**src/rtl/alu8_pkg.sv**
```systemverilog
package alu8_pkg;
  typedef enum logic [2:0] {
    OP_ADD  = 3'd0,
    OP_ADDC = 3'd1,
    OP_SUBB = 3'd2,
    OP_MUL  = 3'd3,
    OP_DIV  = 3'd4,
    OP_ANLC = 3'd5,
    OP_ORLC = 3'd6,
    OP_NOP  = 3'd7
  } alu_op_e;
endpackage

```
**src/rtl/alu8_addsub.sv**
```systemverilog
module alu8_addsub #(
  parameter int W = 8
) (
  input  logic [W-1:0] a_i,
  input  logic [W-1:0] b_i,
  input  logic         cin_i,
  input  logic         sub_i,
  output logic [W-1:0] res_o,
  output logic         cy_o,
  output logic         ac_o,
  output logic         ov_o
);
  localparam int H = W / 2;

  logic [W-1:0] b_eff;
  logic         c0;
  logic [H:0]   low_sum;
  logic [W-1:0] msb_in_sum;
  logic [W:0]   full_sum;

  // subtraction as a + ~b + ~borrow; carries come out inverted
  always_comb begin
    b_eff      = sub_i ? ~b_i : b_i;
    c0         = sub_i ? ~cin_i : cin_i;
    low_sum    = {1'b0, a_i[H-1:0]} + {1'b0, b_eff[H-1:0]} + {{H{1'b0}}, c0};
    msb_in_sum = {1'b0, a_i[W-2:0]} + {1'b0, b_eff[W-2:0]} + {{(W-1){1'b0}}, c0};
    full_sum   = {1'b0, a_i} + {1'b0, b_eff} + {{W{1'b0}}, c0};
    res_o      = full_sum[W-1:0];
    cy_o       = sub_i ? ~full_sum[W] : full_sum[W];
    ac_o       = sub_i ? ~low_sum[H] : low_sum[H];
    ov_o       = full_sum[W] ^ msb_in_sum[W-1];
  end
endmodule

```
**src/rtl/alu8_mul.sv**
```systemverilog
module alu8_mul #(
  parameter int W = 8
) (
  input  logic [W-1:0]   a_i,
  input  logic [W-1:0]   b_i,
  output logic [2*W-1:0] prod_o
);
  assign prod_o = {{W{1'b0}}, a_i} * {{W{1'b0}}, b_i};
endmodule

```
**src/rtl/alu8_div.sv**
```systemverilog
module alu8_div #(
  parameter int W = 8
) (
  input  logic [W-1:0] a_i,
  input  logic [W-1:0] b_i,
  output logic [W-1:0] quo_o,
  output logic [W-1:0] rem_o
);
  logic [W-1:0] rem_s [W+1];

  assign rem_s[0] = '0;

  // restoring division, one stage per dividend bit, MSB first
  for (genvar k = 0; k < W; k++) begin : g_stage
    localparam int IDX = W - 1 - k;
    logic [W:0] part;
    logic [W:0] trial;
    assign part  = {rem_s[k], a_i[IDX]};
    assign trial = part - {1'b0, b_i};
    assign quo_o[IDX] = ~trial[W];
    assign rem_s[k+1] = trial[W] ? part[W-1:0] : trial[W-1:0];
  end

  assign rem_o = rem_s[W];
endmodule

```
**src/rtl/alu8_core.sv**
```systemverilog
module alu8_core
  import alu8_pkg::*;
#(
  parameter int W = 8
) (
  input  logic         clk_i,
  input  logic         rst_ni,
  input  logic         en_i,
  input  logic [2:0]   op_i,
  input  logic [W-1:0] a_i,
  input  logic [W-1:0] b_i,
  input  logic         bit_i,
  output logic [W-1:0] acc_o,
  output logic [W-1:0] b_o,
  output logic         cy_o,
  output logic         ac_o,
  output logic         ov_o,
  output logic         parity_o
);
  alu_op_e op;
  assign op = alu_op_e'(op_i);

  logic [W-1:0]   as_res;
  logic           as_cy, as_ac, as_ov;
  logic [2*W-1:0] prod;
  logic [W-1:0]   quo, rem;
  logic           is_sub, use_c;

  assign is_sub = (op == OP_SUBB);
  assign use_c  = (op == OP_ADDC) || (op == OP_SUBB);

  alu8_addsub #(.W(W)) u_addsub (
    .a_i(a_i), .b_i(b_i), .cin_i(use_c & cy_o), .sub_i(is_sub),
    .res_o(as_res), .cy_o(as_cy), .ac_o(as_ac), .ov_o(as_ov)
  );

  alu8_mul #(.W(W)) u_mul (.a_i(a_i), .b_i(b_i), .prod_o(prod));

  alu8_div #(.W(W)) u_div (.a_i(a_i), .b_i(b_i), .quo_o(quo), .rem_o(rem));

  logic [W-1:0] acc_d, b_d;
  logic         cy_d, ac_d, ov_d;

  always_comb begin
    acc_d = acc_o;
    b_d   = b_o;
    cy_d  = cy_o;
    ac_d  = ac_o;
    ov_d  = ov_o;
    if (en_i) begin
      unique case (op)
        OP_ADD, OP_ADDC, OP_SUBB: begin
          acc_d = as_res;
          cy_d  = as_cy;
          ac_d  = as_ac;
          ov_d  = as_ov;
        end
        OP_MUL: begin
          acc_d = prod[W-1:0];
          b_d   = prod[2*W-1:W];
          cy_d  = 1'b0;
          ov_d  = |prod[2*W-1:W];
        end
        OP_DIV: begin
          cy_d = 1'b0;
          ov_d = ~|b_i;
          if (|b_i) begin
            acc_d = quo;
            b_d   = rem;
          end
        end
        OP_ANLC: cy_d = cy_o & bit_i;
        OP_ORLC: cy_d = cy_o | bit_i;
        default: ;
      endcase
    end
  end

  always_ff @(posedge clk_i or negedge rst_ni) begin
    if (!rst_ni) begin
      acc_o <= '0;
      b_o   <= '0;
      cy_o  <= 1'b0;
      ac_o  <= 1'b0;
      ov_o  <= 1'b0;
    end else begin
      acc_o <= acc_d;
      b_o   <= b_d;
      cy_o  <= cy_d;
      ac_o  <= ac_d;
      ov_o  <= ov_d;
    end
  end

  assign parity_o = ^acc_o;
endmodule

```
**config.mk**
```make
export PLATFORM = sky130hd
export DESIGN_NAME = alu8_core
export DESIGN_NICKNAME = d
export VERILOG_FILES = /design/src/rtl/alu8_pkg.sv /design/src/rtl/alu8_addsub.sv /design/src/rtl/alu8_mul.sv /design/src/rtl/alu8_div.sv /design/src/rtl/alu8_core.sv
export SDC_FILE = /design/constraint.sdc
export NUM_CORES = 1
export LEC_CHECK = 0
export BUFFER_PORTS_ARGS = -buffer_cell sky130_fd_sc_hd__buf_4
export CAP_MARGIN = 20
export CORE_UTILIZATION = 51
export DETAILED_ROUTE_END_ITERATION = 6
export GPL_TIMING_DRIVEN = 0
export PLACE_DENSITY = 0.69
export SYNTH_ARGS = -nofsm -noshare
export SYNTH_HDL_FRONTEND = slang
export SYNTH_HIERARCHICAL = 1
export SYNTH_SLANG_ARGS = --single-unit
```
**constraint.sdc**
```tcl
create_clock -name clk_i -period 2.8 [get_ports clk_i]
set_clock_uncertainty 0.2 [all_clocks]
set_input_delay 0.28 -clock clk_i [delete_from_list [all_inputs] [get_ports clk_i]]
set_output_delay 0.28 -clock clk_i [all_outputs]
set_load 0.01 [all_outputs]
```
==> results.sh <==
export IMPL_drive_gt1_frac=0.365
export IMPL_synthAdderAreaFrac=0.305
export IMPL_io_pins=43
export IMPL_synthFlopType="dfrtp_1"
export IMPL_antenna_cells=0
export IMPL_clkLatencyLatePin_ns=0.25
export IMPL_grt_pass1_wl_mm=32.8
export IMPL_synth_xor_area_frac=0.0994
export IMPL_cts_root_buf="clkbuf_16"
export IMPL_topRoutingLayerUsed="met4"
export IMPL_synthArstFlopShare=1.00
export IMPL_drt_iter0_drc=496
export IMPL_min_path_type="in2reg"
export IMPL_slowest_delay_ns=0.38
export IMPL_fin_crit_sh=5.52
export IMPL_synth_warnings=6
export IMPL_syn_area_per_cell_um2=8.48
export IMPL_yosysTopAreaCellShare=0.177
export IMPL_worst_slack_ns=-12.66
export IMPL_start_kind="input port"
export IMPL_grt_max_degree=20
export IMPL_holdPathStages=3
export IMPL_syn_cell_area_um2=7140
export IMPL_dr_wl_met3_um=917
export IMPL_gp_congestion=0.889
export IMPL_num_vias=6906
export IMPL_cp_arrival_ns=15.39
export IMPL_dieArea_um2=14500
export IMPL_start_util=0.530
export IMPL_die_w_um=120
export IMPL_clk_pin_slew_worst_paths_ns=0.05
export IMPL_wl_per_cell_um=17.9
export IMPL_portBuffers=40
export IMPL_synthMuxAreaShare=0.0901
export IMPL_rows=42
export IMPL_relSlewSlack=0.511
export IMPL_crit_path_frequent_cell="buf_4"
export IMPL_die_h_um=120
export IMPL_drc=0
export IMPL_synth_simple_area_share=0.185
export IMPL_finalMaxSlewViolations=0
export IMPL_gr_total_overflow=0
export IMPL_clock_sinks=19
export IMPL_worstPathMaxFanout=12
export IMPL_critPathRequiredTime_ns=2.73
export IMPL_synth_seq_cells=19
export IMPL_final_cell_area_um2=9650
export IMPL_ys_types=84
export IMPL_nets=1175
export IMPL_core_um2=13500
export IMPL_hpwlAfterDp_mm=13.9
export IMPL_cp_depth=91
export IMPL_cts_tree="yes"
export IMPL_cts_buffers=3
export IMPL_ant_nets=0
export IMPL_status="complete, but fails checks"
export IMPL_routed_wl_mm=21.2
export IMPL_drtPass1Iterations=5
export IMPL_crit_buf_inv=35
export IMPL_yosysSeqAreaShare=0.0666
export IMPL_worst_pin_slew_ns=0.725
export IMPL_drv_cap=0
export IMPL_synth_top_area_cell="ha_1"
export IMPL_violations="setup timing"
export IMPL_grt_pass1_vias=6942
export IMPL_synth_compound_area_frac=0.190
export IMPL_wl_met1_mm=8.68
export IMPL_area_growth_synth_to_final_pct=35.2
export IMPL_synth_top_family_by_area="adder cells"
export IMPL_htreeDepth=1
export IMPL_place_area_um2=7900
export IMPL_cpMaxStageDelayCell="fa_2"
export IMPL_min_period_ns=15.46
export IMPL_met2_length_mm=11.0
export IMPL_max_freq_mhz=64.7
export IMPL_synth_edff_count=0
export IMPL_hold_violations=0
export IMPL_r2r_cells=12
export IMPL_post_route_util=0.717
export IMPL_cpLargestDelayFamily="buffers and inverters"
export IMPL_synth_area_leaders="ha_1, fa_1, dfrtp_1"
export IMPL_setup_viol=17
export IMPL_post_synth_inst_count=841
export IMPL_cts_max_path_buffers=2
export IMPL_antenna_found_initial=0
export IMPL_track_usage=0.277
export IMPL_vias_per_cell=5.85
export IMPL_rrSetupSlack_ns=-0.47
export IMPL_rsz0062_at_grt="yes"
export IMPL_end_kind="register"
export IMPL_worstSetupPathType="in2reg"
-- routing by layer --
| layer | up-vias | track usage |
|---|---|---|
| met5 | - | 0 |
| met4 | 0 | 0.103 |
| met1 | 3409 | 0.330 |
| met3 | 42 | 0.0292 |
| met2 | 210 | 0.508 |
| li1 | 3245 | - |
-- state kept, by name, indices dropped and copies added (netlist names) --
name	count
ov_o	1
cy_o	1
b_o	8
ac_o	1
acc_o	8
-- cells in the final DEF, fill, tap and decap left out, drive strengths merged, types with 5 or more instances in the layout --
| cell type | count |
|---|---|
| and3 | 6 |
| a211o | 6 |
| nand2b | 11 |
| nor2 | 52 |
| nand2 | 58 |
| o21bai | 7 |
| xor2 | 33 |
| fa | 45 |
| a21oi | 47 |
| a211oi | 5 |
| o21a | 8 |
| ha | 101 |
| nand3 | 7 |
| o21ai | 56 |
| mux2 | 38 |
| inv | 95 |
| and2 | 54 |
| nor2b | 12 |
| nor4 | 7 |
| buf | 169 |
| dfrtp | 19 |
| or2 | 5 |
| mux2i | 9 |
| a21o | 24 |
| o221ai | 9 |
| xnor2 | 42 |
| nor3b | 10 |
| nor3 | 12 |
-- stage by stage --
stage / std cells / setup WS (ns) / hold WS (ns) / setup TNS [ns]
2_1_floorplan: 843 / -12.23 / -0.216 / -141.17
3_5_place_dp: 1059 / -14.22 / -0.0326 / -168.48
3_3_place_gp: 1059 / -13.97 / -0.0387 / -165.35
4_1_cts: 1156 / -12.42 / 0.177 / -143.95
6_report: 1181 / -12.66 / 0.190 / -147.11
5_1_grt: 1181 / -13.26 / 0.205 / -154.66
-- tightest hold or removal path: stages --
cell and delay (ns):
buf_8 0.13, o21ai_0 0.12, o221ai_2 0.07
-- timing repair --
item / in CTS / in global routing
setup endpoints to repair: 18 / 18
setup buffers: 93 / 26
resized for setup: 81 / 86
hold endpoints to repair: 19 / 0
hold buffers: 1 / 0
pin swaps: 59 / 61
-- area by class of cell --
type	count	area, µm²
timing repair buffer	160	1340
inverter	97	395
fill	1023	3800
tap	176	220
clock inverter	1	5.00
clock buffer	3	75.1
buffer	11	134
multi-input combinational	714	7010
sequential	19	475
-- cell usage after synthesis, types with 4 or more instances --
| master | instances |
|---|---|
| o21a_1 | 8 |
| o21bai_1 | 5 |
| o221ai_1 | 9 |
| buf_6 | 5 |
| nor2_1 | 51 |
| a21boi_0 | 4 |
| inv_1 | 95 |
| nor3b_1 | 9 |
| clkbuf_1 | 5 |
| xor2_1 | 32 |
| o2111ai_1 | 4 |
| nand2_1 | 57 |
| nand3_1 | 7 |
| and3_1 | 5 |
| a211o_1 | 5 |
| mux2_2 | 20 |
| o21ai_1 | 4 |
| nor4_1 | 7 |
| ha_1 | 101 |
| dfrtp_1 | 19 |
| a21o_1 | 24 |
| o21ai_0 | 49 |
| xnor2_1 | 39 |
| and2_1 | 54 |
| nor3_1 | 12 |
| mux2_4 | 18 |
| mux2i_1 | 8 |
| nor2b_1 | 11 |
| a21oi_1 | 44 |
| nand2b_1 | 11 |
| fa_1 | 45 |
-- cells by family (layout without fill, tap and decap cells) --
| logic type | Yosys count | count (layout) |
|---|---|---|
| flops | 19 | 19 |
| xor+xnor | 75 | 75 |
| simple gates | 248 | 248 |
| other cells | 1 | 3 |
| mux | 49 | 49 |
| buf+inv | 110 | 272 |
| fa+ha+maj | 147 | 147 |
| compound gates | 192 | 192 |
-- worst paths after layout --
path | start | to
worst max-delay path | b_i[7] | b_o[3]
worst min-delay path | op_i[2] | cy_o
worst max register to register | cy_o | acc_o[6]
worst min register to register | ac_o | ac_o
max in group asynchronous | rst_ni | b_o[5]
min in group asynchronous | rst_ni | acc_o[4]
Power is left out: the tool's default activity adds up to more than one toggle a clock period on the data nets, which glitch-free logic cannot reach.
